===== config.mk =====
export PLATFORM = sky130hd
export DESIGN_NAME = dmac_irq_status
export DESIGN_NICKNAME = d
export VERILOG_FILES = /design/src/rtl/dmac_irq_pkg.sv /design/src/rtl/dis_stat_bit.sv /design/src/rtl/dis_summary.sv /design/src/rtl/dis_err_capture.sv /design/src/rtl/dmac_irq_status.sv
export SDC_FILE = /design/constraint.sdc
export NUM_CORES = 1
export LEC_CHECK = 0
export BUFFER_PORTS_ARGS = -buffer_cell sky130_fd_sc_hd__buf_4
export CORE_UTILIZATION = 33
export DETAILED_ROUTE_END_ITERATION = 7
export PLACE_DENSITY = 0.91
export SLEW_MARGIN = 25
export SYNTH_ARGS = -nofsm -noshare
export SYNTH_HDL_FRONTEND = slang
export SYNTH_HIERARCHICAL = 1
export SYNTH_SLANG_ARGS = --single-unit
export TNS_END_PERCENT = 10

===== constraint.sdc =====
create_clock -name clk -period 2.3 [get_ports clk]
set_clock_uncertainty 0.05 [all_clocks]
set_input_delay 0.345 -clock clk [delete_from_list [all_inputs] [get_ports clk]]
set_output_delay 0.345 -clock clk [all_outputs]
set_load 0.02 [all_outputs]

===== src/rtl/dmac_irq_pkg.sv =====
package dmac_irq_pkg;
   localparam int REG_W    = 32;
   localparam int SRC_N    = 6;
   localparam int B_TX     = 0;
   localparam int B_RX     = 1;
   localparam int B_BERR   = 2;
   localparam int B_DU     = 4;
   localparam int B_CES    = 5;
   localparam int B_NORM   = 8;
   localparam int B_ABN    = 9;
   localparam int B_EB_LO  = 10;
   localparam int B_ST_LO  = 13;

   // Which of the low status positions hold a real bit
   localparam logic [SRC_N-1:0] SRC_USED = 6'b110111;
   localparam logic [SRC_N-1:0] NORM_SEL = 6'b000011;
   localparam logic [SRC_N-1:0] ABN_SEL  = 6'b110100;

   typedef enum logic [3:0] {
      ST_IDLE       = 4'd0,
      ST_SUSPEND    = 4'd1,
      ST_DESC_RD    = 4'd2,
      ST_DESC_CHK   = 4'd3,
      ST_RDREQ_WAIT = 4'd4,
      ST_WRREQ_WAIT = 4'd5,
      ST_RD         = 4'd6,
      ST_WR         = 4'd7,
      ST_DESC_CLOSE = 4'd8
   } dma_state_e;
endpackage


===== src/rtl/dis_stat_bit.sv =====
// One write-1-to-clear status cell; a set in the same cycle beats the clear.
module dis_stat_bit (
   input  logic clk,
   input  logic rst_n,
   input  logic set_i,
   input  logic clr_i,
   output logic q_o,
   output logic d_o
);
   logic q;

   assign d_o = set_i | (q & ~clr_i);
   assign q_o = q;

   always_ff @(posedge clk or negedge rst_n) begin
      if (!rst_n) q <= 1'b0;
      else        q <= d_o;
   end
endmodule


===== src/rtl/dis_summary.sv =====
// Sticky OR of the enabled sources, fed from their next-state values.
module dis_summary #(
   parameter int N = 6
) (
   input  logic         clk,
   input  logic         rst_n,
   input  logic [N-1:0] src_next,
   input  logic [N-1:0] en,
   input  logic         clr,
   output logic         q
);
   logic hit;
   logic d_unused;

   generate
      if (N < 1) begin : g_bad
         $error("dis_summary: N must be at least 1");
      end
   endgenerate

   assign hit = |(src_next & en);

   dis_stat_bit u_cell (
      .clk   (clk),
      .rst_n (rst_n),
      .set_i (hit),
      .clr_i (clr),
      .q_o   (q),
      .d_o   (d_unused)
   );
endmodule


===== src/rtl/dis_err_capture.sv =====
// Holds the bus error cause from the first setting of the error bit
// until that bit clears.
module dis_err_capture #(
   parameter int W = 3
) (
   input  logic         clk,
   input  logic         rst_n,
   input  logic         first_set,
   input  logic         keep,
   input  logic [W-1:0] code_in,
   output logic [W-1:0] code
);
   generate
      if (W < 1) begin : g_bad
         $error("dis_err_capture: W must be at least 1");
      end
   endgenerate

   always_ff @(posedge clk or negedge rst_n) begin
      if (!rst_n)         code <= '0;
      else if (!keep)     code <= '0;
      else if (first_set) code <= code_in;
   end
endmodule


===== src/rtl/dmac_irq_status.sv =====
module dmac_irq_status #(
   parameter int CARD_ERR_W = 7,
   parameter int ERR_TYPE_W = 3,
   parameter int STATE_W    = 4
) (
   input  logic                                 clk,
   input  logic                                 rst_n,
   input  logic                                 ev_tx_done,
   input  logic                                 ev_rx_done,
   input  logic                                 ev_bus_err,
   input  logic [ERR_TYPE_W-1:0]                ev_bus_err_type,
   input  logic                                 ev_desc_unavail,
   input  logic [CARD_ERR_W-1:0]                card_err,
   input  logic [dmac_irq_pkg::SRC_N-1:0]       irq_en,
   input  logic [STATE_W-1:0]                   dma_state,
   input  logic                                 reg_wr,
   input  logic [dmac_irq_pkg::REG_W-1:0]       reg_wdata,
   output logic [dmac_irq_pkg::REG_W-1:0]       reg_rdata,
   output logic                                 irq,
   output logic                                 dma_halt
);
   import dmac_irq_pkg::*;

   localparam int EB_HI = B_EB_LO + ERR_TYPE_W - 1;
   localparam int ST_HI = B_ST_LO + STATE_W - 1;

   generate
      if (EB_HI >= B_ST_LO) begin : g_bad_eb
         $error("dmac_irq_status: error type field overlaps state field");
      end
      if (ST_HI >= REG_W) begin : g_bad_st
         $error("dmac_irq_status: state field exceeds register width");
      end
      if (CARD_ERR_W < 1) begin : g_bad_ce
         $error("dmac_irq_status: need at least one card error line");
      end
   endgenerate

   logic [SRC_N-1:0]      set_vec;
   logic [SRC_N-1:0]      clr_vec;
   logic [SRC_N-1:0]      stat_q;
   logic [SRC_N-1:0]      stat_d;
   logic                  card_any;
   logic                  norm_q;
   logic                  abn_q;
   logic [ERR_TYPE_W-1:0] eb_q;
   logic                  unused_bits;

   assign card_any = |card_err;

   always_comb begin
      set_vec         = '0;
      set_vec[B_TX]   = ev_tx_done;
      set_vec[B_RX]   = ev_rx_done;
      set_vec[B_BERR] = ev_bus_err;
      set_vec[B_DU]   = ev_desc_unavail;
      set_vec[B_CES]  = card_any;
   end

   assign clr_vec = reg_wr ? reg_wdata[SRC_N-1:0] : '0;

   generate
      for (genvar i = 0; i < SRC_N; i++) begin : g_src
         if (SRC_USED[i]) begin : g_cell
            dis_stat_bit u_bit (
               .clk   (clk),
               .rst_n (rst_n),
               .set_i (set_vec[i]),
               .clr_i (clr_vec[i]),
               .q_o   (stat_q[i]),
               .d_o   (stat_d[i])
            );
         end else begin : g_rsvd
            assign stat_q[i] = 1'b0;
            assign stat_d[i] = 1'b0;
         end
      end
   endgenerate

   dis_summary #(.N(SRC_N)) u_norm (
      .clk      (clk),
      .rst_n    (rst_n),
      .src_next (stat_d),
      .en       (irq_en & NORM_SEL),
      .clr      (reg_wr & reg_wdata[B_NORM]),
      .q        (norm_q)
   );

   dis_summary #(.N(SRC_N)) u_abn (
      .clk      (clk),
      .rst_n    (rst_n),
      .src_next (stat_d),
      .en       (irq_en & ABN_SEL),
      .clr      (reg_wr & reg_wdata[B_ABN]),
      .q        (abn_q)
   );

   dis_err_capture #(.W(ERR_TYPE_W)) u_eb (
      .clk       (clk),
      .rst_n     (rst_n),
      .first_set (stat_d[B_BERR] & ~stat_q[B_BERR]),
      .keep      (stat_d[B_BERR]),
      .code_in   (ev_bus_err_type),
      .code      (eb_q)
   );

   always_comb begin
      reg_rdata                   = '0;
      reg_rdata[SRC_N-1:0]        = stat_q;
      reg_rdata[B_NORM]           = norm_q;
      reg_rdata[B_ABN]            = abn_q;
      reg_rdata[EB_HI:B_EB_LO]    = eb_q;
      reg_rdata[ST_HI:B_ST_LO]    = dma_state;
   end

   assign irq      = norm_q | abn_q;
   assign dma_halt = stat_q[B_BERR];

   assign unused_bits = ^{reg_wdata[REG_W-1:B_ABN+1], reg_wdata[B_NORM-1:SRC_N],
                          clr_vec[3], set_vec[3]};
endmodule


==> impl_metrics.yaml, run 1 <==
cts:
  cts_tree: "yes"
  cts.repair.resized: 0
  postCtsSetupRepairBufs: 0
  clock_latency_ns: 0.26
  root_buffer: "clkbuf_4"
  clkTransAtPathRegs_ns: 0.06
  cts-buffers-inserted: 3
  cts_sinks: 10
  htreeDepth: 1
  clk_path_buf_depth: 2
timing:
  period_share_pct: 64.5
  clock.fmax_mhz: 674
  rsz0062_at_grt: "false"
  hold_violations: 0
  setup-tns-final_ns: 0
  drv_slew: 0
  final.min_clock_period_ns: 1.48
  setup_violations: 0
finish:
  layout_commonest_cell: "buf_4"
  final_cells: 148
  nets: 182
  finish.instance_area_sq_um: 972
  n_antenna_cell: 0
  syn_to_final_growth_pct: 39.7
  mostFrequentLayoutCells: "buf_4 (40), conb_1 (27), dfrtp_1 (10)"
  drive_above_1_share_pct: 36.4
  final_core_util_pct: 49.6
pwr:
  p_leak_nw: 0.497
  sw_frac_of_total_pct: 30.7
  p_comb_share_pct: 31.7
  total_power_uw: 456
  switchingPower_uw: 140
  p_int_uw: 316
  p_per_area_nw_per_um2: 469
  peakVddDrop_v: 0.000326
  clkPwrFrac_pct: 25.2
  power_frac_seq_pct: 43.1
floorplanning:
  ios: 93
  core_area_sq_um: 1960
  rows: 16
  dieArea_sq_um: 2300
  die_w_microns: 47.9
  initial_core_util_pct: 35.5
  die_h_microns: 47.9
grt:
  grt_use_total_pct: 11.4
  antenna_found_initial: 0
  grt_pass1_vias: 438
  grt_first_pass_wirelength_mm: 1.67
  grt_max_degree: 11
  overflow: 0
critical_path:
  cp.arrival_ns: 1.09
  critPathMaxFanout: 3
  cpPeakStageDelay_ns: 0.39
  start_kind: "register"
  crit_type: "reg -> out"
  critPathCaptureType: "output port"
  crit_path_top_delay_cell: "dfrtp_1"
  cp_cell_sequence: "or2_2 > buf_4"
  crit_required_ns: 1.90
synth:
  synth-simple-area-share_pct: 14.4
  synthMuxAreaShare_pct: 4.32
  synth_seq_area_share_pct: 36.0
  synth_top_family_by_area: "buffers and inverters"
  synthCells: 76
  ys_warn_count: 6
  avgSynthCellArea_sq_um: 9.15
  synth_cell_type_count: 14
  ys_seq_elements: 10
  synth_fa_ha_area_share_pct: 0
  synth_compound_area_share_pct: 14.0
  synth_area_sq_um: 696
  synth_xor_area_share_pct: 0
place:
  placed_cell_area_sq_um: 940
  portBuffers: 40
  gp_congestion: 0.651
  placedCellCount: 144
  dp_hpwl_mm: 1.11
routing:
  vias_per_cell: 3.84
  dr.pass1.iters: 2
  via_count: 569
  drtIter0Drc: 1
  detail-route-antenna-nets: 0
  routedWlPerCell_microns: 9.05
  wl_mm: 1.34
  drc: 0
hold_path:
  hold_class: "in -> reg"
job:
  maxCapViolCount: 0
outcome:
  status: "finished clean"
power by group through the flow:
stage               registers [mW]  clock network (mW)  logic (mW)
floorplan                    0.214                   0      0.0964
global placement             0.199                   0       0.141
detailed placement           0.199                   0       0.144
CTS                          0.197               0.119       0.145
global route                 0.198               0.130       0.160
finish                       0.197               0.115       0.144
cells in the mapped netlist (all sizes together):
master | n | area (sq um)
a22oi | 6 | 45.0
nor2b | 4 | 25.0
buf | 25 | 188
and2 | 7 | 43.8
conb | 1 | 3.75
nand3 | 2 | 10.0
or2 | 1 | 6.26
inv | 7 | 26.3
dfrtp | 10 | 250
nand2 | 1 | 3.75
nor4 | 1 | 6.26
a21o | 7 | 52.6
nor3 | 1 | 5.00
mux2i | 3 | 30.0
flip-flops by register name (all words and copies together) (netlist names):
name / count
u_norm/u_cell/q_o: 1
g_src.g_cell.u_bit/q_o: 5
u_eb/code: 3
u_abn/u_cell/q_o: 1
per-stage QoR:
stage,setup WS [ns],hold slack [ns]
2_1_floorplan,0.891,-0.000591
3_3_place_gp,0.655,0.129
3_5_place_dp,0.581,0.129
4_1_cts,0.803,0.258
5_1_grt,0.711,0.257
6_report,0.816,0.262
layer usage:
metal  up-vias  routed length, microns  part of all wire (%)  track usage [%]
li1        287                       -                     -                -
met1       246                     525                    39             11.5
met2        36                     677                    51             19.7
met3         0                     137                    10             4.53
met4         0                       0                     0             6.67
met5         -                       0                     0                0
worst paths after layout:
check,from,endpoint,slack (ns),cells past startpoint
worst max-delay path,u_abn/u_cell/q_o,irq,0.82,2
worst min-delay path,ev_tx_done,g_src[0].g_cell.u_bit/q_o,0.26,2
worst max register to register,g_src[2].g_cell.u_bit/q_o,u_eb/code[1],0.87,4
worst min register to register,u_abn/u_cell/q_o,u_abn/u_cell/q_o,0.45,1
max in group asynchronous,rst_n,u_eb/code[1],1.64,2
min in group asynchronous,rst_n,g_src[0].g_cell.u_bit/q_o,0.42,2
what timing repair did:
item                                    CTS  global route
endpoints found under the setup margin    0             0
hold buffers                              1             0
hold endpoints to repair                 10             0
logic make-up (layout without fill, tap and decap cells):
kind of cell           count (synthesis)  after routing
DFF                                   10             10
buffers and inverters                 32             51
muxes                                  3              3
and+or+nand+nor                       17             17
other                                  1             27
AOI/OAI and AO/OA                     13             13
area by class of cell:
cell class | count | area, sq um
flip-flops and latches | 10 | 250
inverters | 7 | 26.3
clock buffers | 3 | 22.5
multi-input cells | 60 | 329
repair buffers | 41 | 310
fillers | 196 | 990
well taps | 27 | 33.8
critical path: cells and delay by family, from the launching register on:
family        cells  cell delay (ns)
simple gates      1             0.29
flops             1             0.39
buf+inv           1             0.16
Note: power is estimated with default switching activity, not from simulation.
==> inputs of run 2 (changes only) <==
Settings changed: CORE_UTILIZATION 33 to 28, PLACE_DENSITY 0.91 to 0.82.
Clock period 2.3 ns to 1.3 ns, I/O delays scaled along.
==> run 2 against run 1 <==
  * Total power grew 95%
  * Cell count grew 5.4%
  * Sequential share of layout area shrank 1.7 points
  * Register-to-register slack lost 0.78 ns
  * Count of clock-buffer cells in the layout grew 1
  * Setup slack lost 0.76 ns
  * Non-clock buffer count grew 6
  * Hold slack lost 0.14 ns
  * Via count grew 6.0%
  * First-iteration DRC count grew to 5.0 times the previous value
  * Critical path type unchanged
==> impl_metrics.yaml, run 2 (same netlist as run 1, synthesis figures left out) <==
timing:
  setup-tns-final_ns: 0
  clock.fmax_mhz: 802
  final.min_clock_period_ns: 1.25
  setup_violations: 0
  holdWs_ns: 0.117
  rsz0062_at_grt: "false"
  period_share_pct: 95.9
  drv_slew: 0
  hold_violations: 0
  worst_slack_ns: 0.0532
job:
  maxCapViolCount: 0
floorplanning:
  ios: 93
  die_w_microns: 51.8
  dieArea_sq_um: 2690
  initial_core_util_pct: 30.6
  core_area_sq_um: 2280
  die_h_microns: 51.8
  rows: 17
hold_path:
  whs_path_depth: 2
  hold_class: "in -> reg"
routing:
  routedWlPerCell_microns: 8.98
  vias_per_cell: 3.87
  via_count: 603
  detail-route-antenna-nets: 0
  drtIter0Drc: 5
  drc: 0
  dr.pass1.iters: 4
  wl_mm: 1.40
grt:
  grt_max_degree: 11
  grt_pass1_vias: 561
  grt_first_pass_wirelength_mm: 2.24
  grt_use_total_pct: 11.7
  grt-busiest-layer: "met2"
  met3_usage_pct: 4.97
  grt_util_met2_pct: 21.6
  use_met1_pct: 11.9
  overflow: 0
  antenna_found_initial: 0
pwr:
  p_per_area_nw_per_um2: 847
  peakVddDrop_v: 0.000738
  p_leak_nw: 0.540
critical_path:
  rrSetupSlack_ns: 0.09
  critPathMaxFanout: 2
  cp_cell_sequence: "or2_4 > buf_6"
  cpPeakStageDelay_ns: 0.37
  crit_required_ns: 1.05
  crit_type: "reg -> out"
  critPathCaptureType: "output port"
  cp.arrival_ns: 1.00
  crit_path_top_delay_cell: "dfrtp_1"
  r2r_cells: 4
  start_kind: "register"
cts:
  root_buffer: "clkbuf_4"
  htreeDepth: 1
  cts_tree: "yes"
  clk_path_buf_depth: 2
  clkTransAtPathRegs_ns: 0.06
  cts-buffers-inserted: 3
  cts_sinks: 10
  clock_latency_ns: 0.26
finish:
  finish.instance_area_sq_um: 1050
  nets: 188
  final_core_util_pct: 46.0
  drive_above_1_share_pct: 41.4
  largest_reg_flops: 5
  layout_commonest_cell: "buf_4"
  syn_to_final_growth_pct: 50.5
  n_antenna_cell: 0
  mostFrequentLayoutCells: "buf_4 (45), conb_1 (27), dfrtp_1 (9)"
place:
  gp_congestion: 0.605
  post-place-ws_ns: -0.160
  dp_hpwl_mm: 1.21
  portBuffers: 40
  placed_cell_area_sq_um: 975
outcome:
  status: "finished clean"
## run 2: cell count changes in the layout (fill, tap and decap cells not counted), sizes merged
| cell | change |
|---|---|
| buf | +6 |
| clkbuf | +1 |
## run 2: worst paths after layout
path	start	to
worst max-delay path	u_abn/u_cell/q_o	irq
max in group asynchronous	rst_n	g_src[2].g_cell.u_bit/q_o
min in group asynchronous	rst_n	u_eb/code[2]
worst max register to register	g_src[2].g_cell.u_bit/q_o	u_eb/code[1]
worst min register to register	g_src[0].g_cell.u_bit/q_o	g_src[0].g_cell.u_bit/q_o
worst min-delay path	ev_rx_done	g_src[1].g_cell.u_bit/q_o
## run 2: power breakdown
| group | internal (mW) | switching, mW | leakage, nW |
|---|---|---|---|
| Combinational | 0.129 | 0.143 | 0.414 |
| Sequential | 0.334 | 0.0138 | 0.105 |
| Clock | 0.170 | 0.0975 | 0.0210 |
## run 2: what timing repair did
item,CTS,global route
buffers inserted,2,0
hold endpoints to repair,10,0
endpoints found under the setup margin,1,2
pin swaps,0,0
hold buffers,1,0
gates resized for setup,2,1
## run 2: worst max-delay path: cells and delay by family, from the launching register on
kind | cells | cell delay [ns]
buffers and inverters | 1 | 0.13
flip-flops | 1 | 0.37
AND/OR/NAND/NOR | 1 | 0.25
## run 2: area by class of cell
type / instances / area (sq um)
sequential: 10 / 251
clock buffer: 4 / 36.3
tap: 28 / 35.0
inverter: 7 / 26.3
multi-input combinational: 60 / 339
timing repair buffer: 47 / 359
fill: 219 / 1230
## run 2: routing by layer
layer	vias up	part of all wire, %
li1	299	-
met1	261	37
met2	41	52
met3	2	10
met4	0	0.14
met5	-	0
## run 2: metrics by stage
step	total power, mW	cells
after floorplan	0.550	102
after global placement	0.612	149
after detailed placement	0.620	149
after CTS	0.896	156
after global routing	0.956	156
final	0.887	156
==> inputs of run 3 (changes only) <==
Settings changed: CORE_MARGIN set to 10, SKIP_CTS_REPAIR_TIMING set to 1.
==> run 3 against run 2 <==
  * Cell area down 0.48%
  * Setup slack worse by 0.022 ns
  * Sequential power about the same
  * Routed wire length is 48% higher
  * Hold slack worse by 0.015 ns
  * Core utilization down 3.2 points
  * Count of clock-buffer cells in the layout did not move
  * Sequential share of layout area increased by 0.12 points
  * Sequential cell count unchanged
  * Highest routed layer is now met3
==> impl_metrics.yaml, run 3 (same netlist as run 1, synthesis figures left out) <==
timing:
  period_share_pct: 97.6
  setup_violations: 0
  rsz0062_at_grt: "true"
  drv_slew: 0
  worst_slack_ns: 0.0315
  hold_violations: 0
  clock.fmax_mhz: 788
  final.min_clock_period_ns: 1.27
  setup-tns-final_ns: 0
grt:
  grt_first_pass_wirelength_mm: 3.17
  overflow: 0
  antenna_found_initial: 0
  grt_pass1_vias: 685
  grt_use_total_pct: 7.96
  use_met1_pct: 6.75
  grt_max_degree: 11
  met3_usage_pct: 5.58
  grt-busiest-layer: "met2"
  grt_util_met2_pct: 14.3
routing:
  wl_mm: 2.08
  vias_per_cell: 3.78
  drc: 0
  detail-route-antenna-nets: 0
  routedWlPerCell_microns: 13.2
  via_count: 593
  drtIter0Drc: 6
  dr.pass1.iters: 3
place:
  gp_congestion: 0.730
  post-place-ws_ns: -0.101
  dp_hpwl_mm: 1.82
  placed_cell_area_sq_um: 970
  placedCellCount: 150
  portBuffers: 40
critical_path:
  critical_path.startpoint: "u_abn/u_cell/q_o"
  r2r_cells: 4
  rrSetupSlack_ns: 0.09
  cp_cell_sequence: "or2_4 > buf_6"
  crit_type: "reg -> out"
  crit_path_top_delay_cell: "dfrtp_1"
  cpPeakStageDelay_ns: 0.40
  critPathMaxFanout: 3
  critPathCaptureType: "output port"
  critical_path_buf_inv_count: 1
  crit_required_ns: 1.05
  critical_path.top_delay_family: "flip-flops"
  start_kind: "register"
  regToRegStartpoint: "g_src[2].g_cell.u_bit/q_o"
  r2r_end: "u_abn/u_cell/q_o"
  cp.arrival_ns: 1.02
pwr:
  total_power_uw: 905
  switchingPower_uw: 275
  p_int_uw: 631
  p_per_area_nw_per_um2: 869
  sw_frac_of_total_pct: 30.4
  peakVddDrop_v: 0.000578
  p_comb_share_pct: 30.2
  p_leak_nw: 0.536
  power_frac_seq_pct: 38.4
  clkPwrFrac_pct: 31.4
floorplanning:
  die_w_microns: 69.8
  dieArea_sq_um: 4880
  core_area_sq_um: 2430
  ios: 93
  die_h_microns: 69.8
  initial_core_util_pct: 28.6
  rows: 18
job:
  maxCapViolCount: 0
finish:
  mostFrequentLayoutCells: "buf_4 (44), conb_1 (27), dfrtp_1 (9)"
  nets: 187
  syn_to_final_growth_pct: 49.8
  finish.instance_area_sq_um: 1040
  drive_above_1_share_pct: 40.9
  final_cells: 157
  n_antenna_cell: 0
  layout_commonest_cell: "buf_4"
  largest_reg_flops: 5
hold_path:
  min_from: "ev_rx_done"
  whs_path_depth: 2
  hold_class: "in -> reg"
  worstHoldEndpoint: "g_src[1].g_cell.u_bit/q_o"
cts:
  clock_latency_ns: 0.27
  cts_sinks: 10
  cts_tree: "yes"
  cts-buffers-inserted: 3
  clkTransAtPathRegs_ns: 0.08
  root_buffer: "clkbuf_4"
  clk_path_buf_depth: 2
  htreeDepth: 1
outcome:
  status: "finished clean"
==> run 3: cell count changes in the layout (fill, tap and decap cells not counted), sizes merged <==
| cell | delta |
|---|---|
| buf | -1 |
==> run 3: final cells by class <==
class | count | area [sq um]
inverters | 7 | 26.3
well taps | 30 | 37.5
fillers | 250 | 1390
repair buffers | 46 | 352
multi-input cells | 60 | 339
flip-flops and latches | 10 | 251
clock buffers | 4 | 36.3
==> run 3: metal layers <==
| layer | wire (microns) | part of all wire (%) |
|---|---|---|
| met5 | 0 | 0 |
| met4 | 0 | 0 |
| met3 | 289 | 14 |
| met2 | 1110 | 53 |
| met1 | 680 | 33 |
==> run 3: stage by stage <==
stage | util [%] | hold WS, ns
floorplan | - | -0.151
CTS | 41.4 | -0.311
finish | 42.8 | 0.102
detailed placement | 39.9 | -0.0153
global placement | 39.9 | -0.0204
global route | 42.8 | 0.0920
==> run 3: power groups by stage <==
stage                     sequential [mW]  clock, mW  combinational (mW)
after floorplan                     0.379          0               0.171
after global placement              0.351          0               0.260
after detailed placement            0.352          0               0.268
after CTS                           0.348      0.294               0.268
after global routing                0.350      0.312               0.296
final                               0.348      0.285               0.273
==> run 3: worst max path at each step <==
stage / end / depth (start not counted)
4_1_cts: irq / 2
6_report: irq / 2
3_3_place_gp: u_abn/u_cell/q_o / 7
3_5_place_dp: u_eb/code[1] / 7
5_1_grt: irq / 2
2_1_floorplan: u_eb/code[0] / 4
==> run 3: worst register-to-register path: stages (launching register included) <==
cell	delay, ns
dfrtp_2	0.40
a21o_1	0.20
a22oi_1	0.21
nand3_1	0.10
a21o_1	0.16
